[src/rtl/txcmd_pkg.sv]
package txcmd_pkg;
    localparam int TXP_W   = 32;
    localparam int LANES   = TXP_W / 8;
    localparam int LEN_W   = 11;
    localparam int OFS_W   = 5;
    localparam int TAG_W   = 16;
    localparam int CNT_W   = LEN_W - 1;

    localparam int IOC_BIT = 31;
    localparam int AL_HI   = 25;
    localparam int AL_LO   = 24;
    localparam int OFS_HI  = 20;
    localparam int OFS_LO  = 16;
    localparam int FS_BIT  = 13;
    localparam int LS_BIT  = 12;
    localparam int TAG_LO  = 16;

    typedef enum logic [1:0] {
        ST_CMD_A = 2'd0,
        ST_CMD_B = 2'd1,
        ST_DATA  = 2'd2,
        ST_PAD   = 2'd3
    } txp_state_e;

    typedef struct packed {
        logic             ioc;
        logic [1:0]       align;
        logic [OFS_W-1:0] ofs;
        logic             fs;
        logic             ls;
        logic [LEN_W-1:0] len;
    } txp_cmd_t;
endpackage

[src/rtl/txcmd_decode.sv]
module txcmd_decode
    import txcmd_pkg::*;
(
    input  logic [TXP_W-1:0] word_a,
    output txp_cmd_t         cmd,
    output logic [CNT_W-1:0] data_dw,
    output logic [CNT_W-1:0] pad_dw
);
    localparam int SUM_W = LEN_W + 1;

    logic [SUM_W-1:0] span;
    logic [CNT_W-1:0] amask;
    logic             unused_rsvd;

    assign unused_rsvd = ^{word_a[30:26], word_a[23:21], word_a[15:14], word_a[11]};

    always_comb begin
        cmd.ioc   = word_a[IOC_BIT];
        cmd.align = word_a[AL_HI:AL_LO];
        cmd.ofs   = word_a[OFS_HI:OFS_LO];
        cmd.fs    = word_a[FS_BIT];
        cmd.ls    = word_a[LS_BIT];
        cmd.len   = word_a[LEN_W-1:0];
        // words spanned by offset plus payload, rounded up to whole words
        span      = SUM_W'(cmd.ofs) + SUM_W'(cmd.len) + SUM_W'(3);
        data_dw   = CNT_W'(span >> 2);
        unique case (cmd.align)
            2'b01:   amask = CNT_W'(3);
            2'b10:   amask = CNT_W'(7);
            default: amask = '0;
        endcase
        // words missing to the next alignment boundary
        pad_dw = (~data_dw + CNT_W'(1)) & amask;
    end
endmodule

[src/rtl/txcmd_lane_mask.sv]
module txcmd_lane_mask
    import txcmd_pkg::*;
#(
    parameter int LANE_N = LANES
) (
    input  logic [CNT_W-1:0] word_idx,
    input  logic [OFS_W-1:0] ofs,
    input  logic [LEN_W-1:0] len,
    output logic [LANE_N-1:0] be
);
    localparam int POS_W = CNT_W + $clog2(LANE_N) + 1;

    logic [POS_W-1:0] lo;
    logic [POS_W-1:0] hi;
    logic [POS_W-1:0] base;

    assign lo   = POS_W'(ofs);
    assign hi   = POS_W'(ofs) + POS_W'(len);
    assign base = POS_W'(word_idx) * POS_W'(LANE_N);

    for (genvar k = 0; k < LANE_N; k++) begin : g_lane
        logic [POS_W-1:0] pos;
        assign pos   = base + POS_W'(k);
        assign be[k] = (pos >= lo) && (pos < hi);
    end
endmodule

[src/rtl/txcmd_parser.sv]
module txcmd_parser
    import txcmd_pkg::*;
(
    input  logic             clk,
    input  logic             rst_n,
    input  logic             in_valid,
    input  logic [TXP_W-1:0] in_data,
    output logic             out_valid,
    output logic [TXP_W-1:0] out_data,
    output logic [LANES-1:0] out_be,
    output logic             out_first,
    output logic             out_last,
    output logic [TAG_W-1:0] out_tag,
    output logic             done,
    output logic             txe
);
    localparam int POS_W = LEN_W + 1;

    txp_state_e       state_q, state_d;
    txp_cmd_t         cmd_dec, cmd_q;
    logic [CNT_W-1:0] dw_dec, pad_dec;
    logic [CNT_W-1:0] data_dw_q, pad_dw_q, cnt_q;
    logic             pkt_open_q;
    logic [TXP_W-1:0] pkt_b_q;
    logic [TAG_W-1:0] tag_q;
    logic [LANES-1:0] lane_be;
    logic [TXP_W-1:0] lane_bits;

    logic take_a, take_b, take_d, take_p;
    logic frame_err, b_mismatch, last_data, last_pad, empty_buf, buf_end;
    logic [POS_W-1:0] end_pos;
    logic [CNT_W-1:0] first_idx, last_idx;
    logic             unused_align;

    txcmd_decode u_decode (
        .word_a  (in_data),
        .cmd     (cmd_dec),
        .data_dw (dw_dec),
        .pad_dw  (pad_dec)
    );

    txcmd_lane_mask #(.LANE_N(LANES)) u_lanes (
        .word_idx (cnt_q),
        .ofs      (cmd_q.ofs),
        .len      (cmd_q.len),
        .be       (lane_be)
    );

    for (genvar k = 0; k < LANES; k++) begin : g_bytemask
        assign lane_bits[8*k +: 8] = {8{lane_be[k]}};
    end

    assign unused_align = ^cmd_q.align;

    assign take_a = in_valid && (state_q == ST_CMD_A);
    assign take_b = in_valid && (state_q == ST_CMD_B);
    assign take_d = in_valid && (state_q == ST_DATA);
    assign take_p = in_valid && (state_q == ST_PAD);

    // FS must open a packet exactly when none is open
    assign frame_err  = (cmd_q.fs == pkt_open_q);
    assign b_mismatch = !cmd_q.fs && pkt_open_q && (in_data != pkt_b_q);
    assign last_data  = (cnt_q == data_dw_q - CNT_W'(1));
    assign last_pad   = (cnt_q == pad_dw_q - CNT_W'(1));
    assign empty_buf  = (data_dw_q == '0);
    assign buf_end    = (take_b && !frame_err && empty_buf)
                      || (take_d && last_data && (pad_dw_q == '0))
                      || (take_p && last_pad);

    assign end_pos   = POS_W'(cmd_q.ofs) + POS_W'(cmd_q.len) - POS_W'(1);
    assign first_idx = CNT_W'(cmd_q.ofs >> 2);
    assign last_idx  = CNT_W'(end_pos >> 2);

    // next-state logic
    always_comb begin
        state_d = state_q;
        unique case (state_q)
            ST_CMD_A: if (in_valid) state_d = ST_CMD_B;
            ST_CMD_B: if (in_valid) state_d = (frame_err || empty_buf) ? ST_CMD_A : ST_DATA;
            ST_DATA:  if (in_valid && last_data)
                          state_d = (pad_dw_q != '0) ? ST_PAD : ST_CMD_A;
            ST_PAD:   if (in_valid && last_pad) state_d = ST_CMD_A;
        endcase
    end

    // state register
    always_ff @(posedge clk) begin
        if (!rst_n) state_q <= ST_CMD_A;
        else        state_q <= state_d;
    end

    // buffer context
    always_ff @(posedge clk) begin
        if (!rst_n) begin
            cmd_q      <= '0;
            data_dw_q  <= '0;
            pad_dw_q   <= '0;
            cnt_q      <= '0;
            pkt_open_q <= 1'b0;
            pkt_b_q    <= '0;
            tag_q      <= '0;
        end else begin
            if (take_a) begin
                cmd_q     <= cmd_dec;
                data_dw_q <= dw_dec;
                pad_dw_q  <= pad_dec;
            end
            if (take_b) begin
                cnt_q <= '0;
                tag_q <= in_data[TXP_W-1:TAG_LO];
                if (frame_err) begin
                    pkt_open_q <= 1'b0;
                end else if (cmd_q.fs) begin
                    pkt_open_q <= 1'b1;
                    pkt_b_q    <= in_data;
                end
            end
            if (take_d) cnt_q <= last_data ? '0 : cnt_q + CNT_W'(1);
            if (take_p) cnt_q <= cnt_q + CNT_W'(1);
            if (buf_end && cmd_q.ls) pkt_open_q <= 1'b0;
        end
    end

    // registered outputs
    always_ff @(posedge clk) begin
        if (!rst_n) begin
            out_valid <= 1'b0;
            out_data  <= '0;
            out_be    <= '0;
            out_first <= 1'b0;
            out_last  <= 1'b0;
            out_tag   <= '0;
            done      <= 1'b0;
            txe       <= 1'b0;
        end else begin
            out_valid <= take_d && (lane_be != '0);
            out_data  <= in_data & lane_bits;
            out_be    <= take_d ? lane_be : '0;
            out_first <= take_d && (lane_be != '0) && cmd_q.fs && (cnt_q == first_idx);
            out_last  <= take_d && (lane_be != '0) && cmd_q.ls && (cnt_q == last_idx);
            out_tag   <= tag_q;
            done      <= buf_end && cmd_q.ioc;
            txe       <= take_b && (frame_err || b_mismatch);
        end
    end
endmodule

[config.mk]
export PLATFORM = sky130hd
export DESIGN_NAME = txcmd_parser
export DESIGN_NICKNAME = d
export VERILOG_FILES = /design/src/rtl/txcmd_pkg.sv /design/src/rtl/txcmd_decode.sv /design/src/rtl/txcmd_lane_mask.sv /design/src/rtl/txcmd_parser.sv
export SDC_FILE = /design/constraint.sdc
export NUM_CORES = 1
export LEC_CHECK = 0
export ABC_AREA = 1
export BUFFER_PORTS_ARGS = -buffer_cell sky130_fd_sc_hd__buf_2
export CORE_MARGIN = 4
export CORE_UTILIZATION = 45
export DETAILED_ROUTE_END_ITERATION = 12
export PLACE_DENSITY = 0.69
export SYNTH_ARGS = -nofsm -noshare
export SYNTH_HDL_FRONTEND = slang
export SYNTH_SLANG_ARGS = --single-unit
export TNS_END_PERCENT = 100
[constraint.sdc]
create_clock -name clk -period 6.1 [get_ports clk]
set_input_delay 0.305 -clock clk [delete_from_list [all_inputs] [get_ports clk]]
set_output_delay 0.305 -clock clk [all_outputs]
set_load 0.05 [all_outputs]
==> results.sh <==
export IMPL_tns_ps=0
export IMPL_syn_cell_area_sq_um=7850
export IMPL_drive_above_1_share=0.139
export IMPL_gp_congestion=0.870
export IMPL_async_reset_ff_frac=0
export IMPL_cts_tree="yes"
export IMPL_crit_arrival_ps=3960
export IMPL_synth_top_family_by_area="simple AND/OR/NAND/NOR gates"
export IMPL_antenna_found_initial=1
export IMPL_synthAdderAreaFrac=0.100
export IMPL_crit_required_ps=6420
export IMPL_clk_latency_ps=430
export IMPL_wirelength_mm=20.9
export IMPL_synthCells=1027
export IMPL_ys_seq_elements=150
export IMPL_track_usage=0.214
export IMPL_combPwrFrac=0.248
export IMPL_num_io_pins=92
export IMPL_hold_slack_ps=128
export IMPL_critPathLaunchType="flop"
export IMPL_vias=6889
export IMPL_cts_num_sinks=150
export IMPL_synth_ff_type="dfxtp_1"
export IMPL_die_area_sq_um=19600
export IMPL_yosys_warnings=0
export IMPL_gr_total_overflow=0
export IMPL_worst_pin_slew_ps=798
export IMPL_synth_edf_count=0
export IMPL_crit_path_end_kind="flop"
export IMPL_final_max_slew_viol_count=0
export IMPL_swShare=0.342
export IMPL_synth_area_per_cell_sq_um=7.64
export IMPL_path_class="flop to flop"
export IMPL_p_clk_frac=0.383
export IMPL_core_sq_um=17200
export IMPL_drc=0
export IMPL_synth_compound_area_frac=0.141
export IMPL_dieWidth_um=140
export IMPL_cap_violations=0
export IMPL_ctsResizeCount=0
export IMPL_cts_buffer_depth=2
export IMPL_cts_clk_slew_worst_paths_ps=60
export IMPL_grt_pass1_wl_mm=33.5
export IMPL_hold_path_class="primary input to flop"
export IMPL_post_route_min_period_ps=3640
export IMPL_synth_simple_area_share=0.220
export IMPL_p_int_mw=1.94
export IMPL_synth_mux_area_frac=0
export IMPL_yosysSeqAreaShare=0.383
export IMPL_switchingPower_mw=1.01
export IMPL_post_route_period_util=0.597
export IMPL_final_cell_mix="nand2_1 (170), inv_1 (153), dfxtp_1 (150), buf_2 (91), nor2_1 (71)"
export IMPL_row_count=48
export IMPL_grt_pass1_vias=6468
export IMPL_grt_max_degree=76
export IMPL_fmax_mhz=275
export IMPL_place_port_buffers=91
export IMPL_routedWlPerCell_um=15.6
export IMPL_critical_path_peak_fanout=10
export IMPL_ctsHoldBuffers=0
export IMPL_rsz0062_at_grt="no"
export IMPL_hpwl_mm=15.6
export IMPL_initialDrtViolationCount=474
export IMPL_p_leak_nw=4.38
export IMPL_nets=1201
export IMPL_drtPass1Iterations=5
export IMPL_antenna_left=0
export IMPL_slew_headroom=0.468
export IMPL_synth_nets=1123
export IMPL_antenna_cells=0
export IMPL_cts_made_buffers=17
export IMPL_status="finished clean"
export IMPL_setup_viol=0
export IMPL_synth_cell_type_count=51
export IMPL_area_growth_pct=15.7
export IMPL_ir_worst_vdd_mv=0.231
export IMPL_layout_commonest_cell="nand2_1"
export IMPL_cts_root_buf="clkbuf_16"
export IMPL_finClkSkew_ps=13.2
export IMPL_hold_viol_final=0
export IMPL_h_tree_depth=4
export IMPL_die_y_um=140
export IMPL_p_seq_frac=0.369
export IMPL_cts_setup_buffers=0
export IMPL_via_per_inst=5.13
export IMPL_synth_xor_area_frac=0.0587
export IMPL_post_route_util=0.528
export IMPL_start_util=0.457
export IMPL_p_per_area_nw_per_um2=325
==> power groups by stage <==
| stage | sequential (mW) | clock [mW] | combinational [mW] |
|---|---|---|---|
| floorplan | 1.20 | 0 | 0.456 |
| global placement | 1.11 | 0 | 0.717 |
| detailed placement | 1.11 | 0 | 0.726 |
| CTS | 1.09 | 1.15 | 0.732 |
| global route | 1.09 | 1.18 | 0.820 |
| finish | 1.09 | 1.13 | 0.731 |
==> path summary, 6_finish.rpt <==
check | start | endpoint | slack, ps | cells after the start
worst max-delay path | cmd_q[13] | out_last | 2460 | 18
worst min-delay path | in_data[14] | out_data[14] | 130 | 3
worst max register to register | cmd_q[13] | out_last | 2460 | 18
worst min register to register | tag_q[7] | out_tag[7] | 430 | 2
==> stage by stage <==
step | setup WS, ps | area, sq um | std cells | power [mW]
final | 2460 | 9080 | 1343 | 2.95
after global routing | 2120 | 9080 | 1343 | 3.10
after CTS | 2480 | 9080 | 1343 | 2.96
after detailed placement | 2510 | 8450 | 1311 | 1.83
after global placement | 2590 | 8450 | 1311 | 1.83
after floorplan | 3180 | 7850 | 1027 | 1.66
==> logic make-up after synthesis <==
logic type                 Yosys count
and+or+nand+nor                    387
DFF                                150
adders and majority gates           61
xor gates and xnor gates            51
buffers and inverters              195
AOI/OAI and AO/OA                  183
==> area by class of cell <==
type	instances	area, sq um
Fill cell	1672	8100
Multi-Input combinational cell	682	4080
Sequential cell	150	3000
Inverter	159	597
Timing Repair Buffer	95	485
Clock buffer	17	425
Tap cell	225	282
Clock inverter	15	204
==> layer usage <==
metal	GRT usage	wire length, um	vias to the layer above	part of all wire
li1	-	-	3526	-
met1	0.286	9780	3157	0.47
met2	0.343	9610	164	0.46
met3	0.0444	996	40	0.048
met4	0.0750	527	2	0.025
met5	0	18	-	0.00086
==> sequential cells by signal (all words and copies together) (netlist names), 2 cells and up <==
register / count
cnt_q: 10
tag_q: 16
out_tag: 16
cmd_q: 19
pad_dw_q: 3
state_q: 2
out_be: 4
data_dw_q: 10
out_data: 32
pkt_b_q: 32
==> critical path: stages, from the launching register on <==
cell and delay [ps]:
dfxtp_1 380, ha_1 230, fa_1 240, a21oi_1 100, o21bai_1 210, a21oi_1 100
nor2_1 220, nand3_1 120, xor2_1 160, ha_1 300, nand3_1 100, nor3_1 360
o21ai_0 200, nand3_2 250, nand2_1 90, nor2_1 220, nor2_1 90, nand4_1 110
nor3_2 40
==> cells in the mapped netlist, types with 2 or more instances <==
cell type	instances	area [sq um]
xnor2_1	12	105
a21oi_1	65	325
nand3_1	68	340
o22ai_1	11	68.8
nand2_2	2	12.5
clkbuf_2	2	10.0
nor2_1	72	270
o211ai_1	2	15.0
dfxtp_1	150	3000
o31ai_1	17	128
nand3_2	5	50.1
buf_4	3	22.5
a2bb2oi_1	16	140
clkbuf_1	20	75.1
nand3b_1	3	22.5
nor3_1	41	205
o21ai_1	2	10.0
nor2_4	2	22.5
o21ai_0	51	255
o2111ai_1	2	17.5
nor2_2	7	43.8
buf_2	8	40.0
nand4_1	10	62.6
a211oi_1	6	45.0
nand2_1	170	638
buf_1	2	7.51
fa_1	3	60.1
inv_2	6	22.5
ha_1	58	726
xor2_1	38	333
inv_1	153	574
Note: power is estimated with default switching activity, not from simulation.
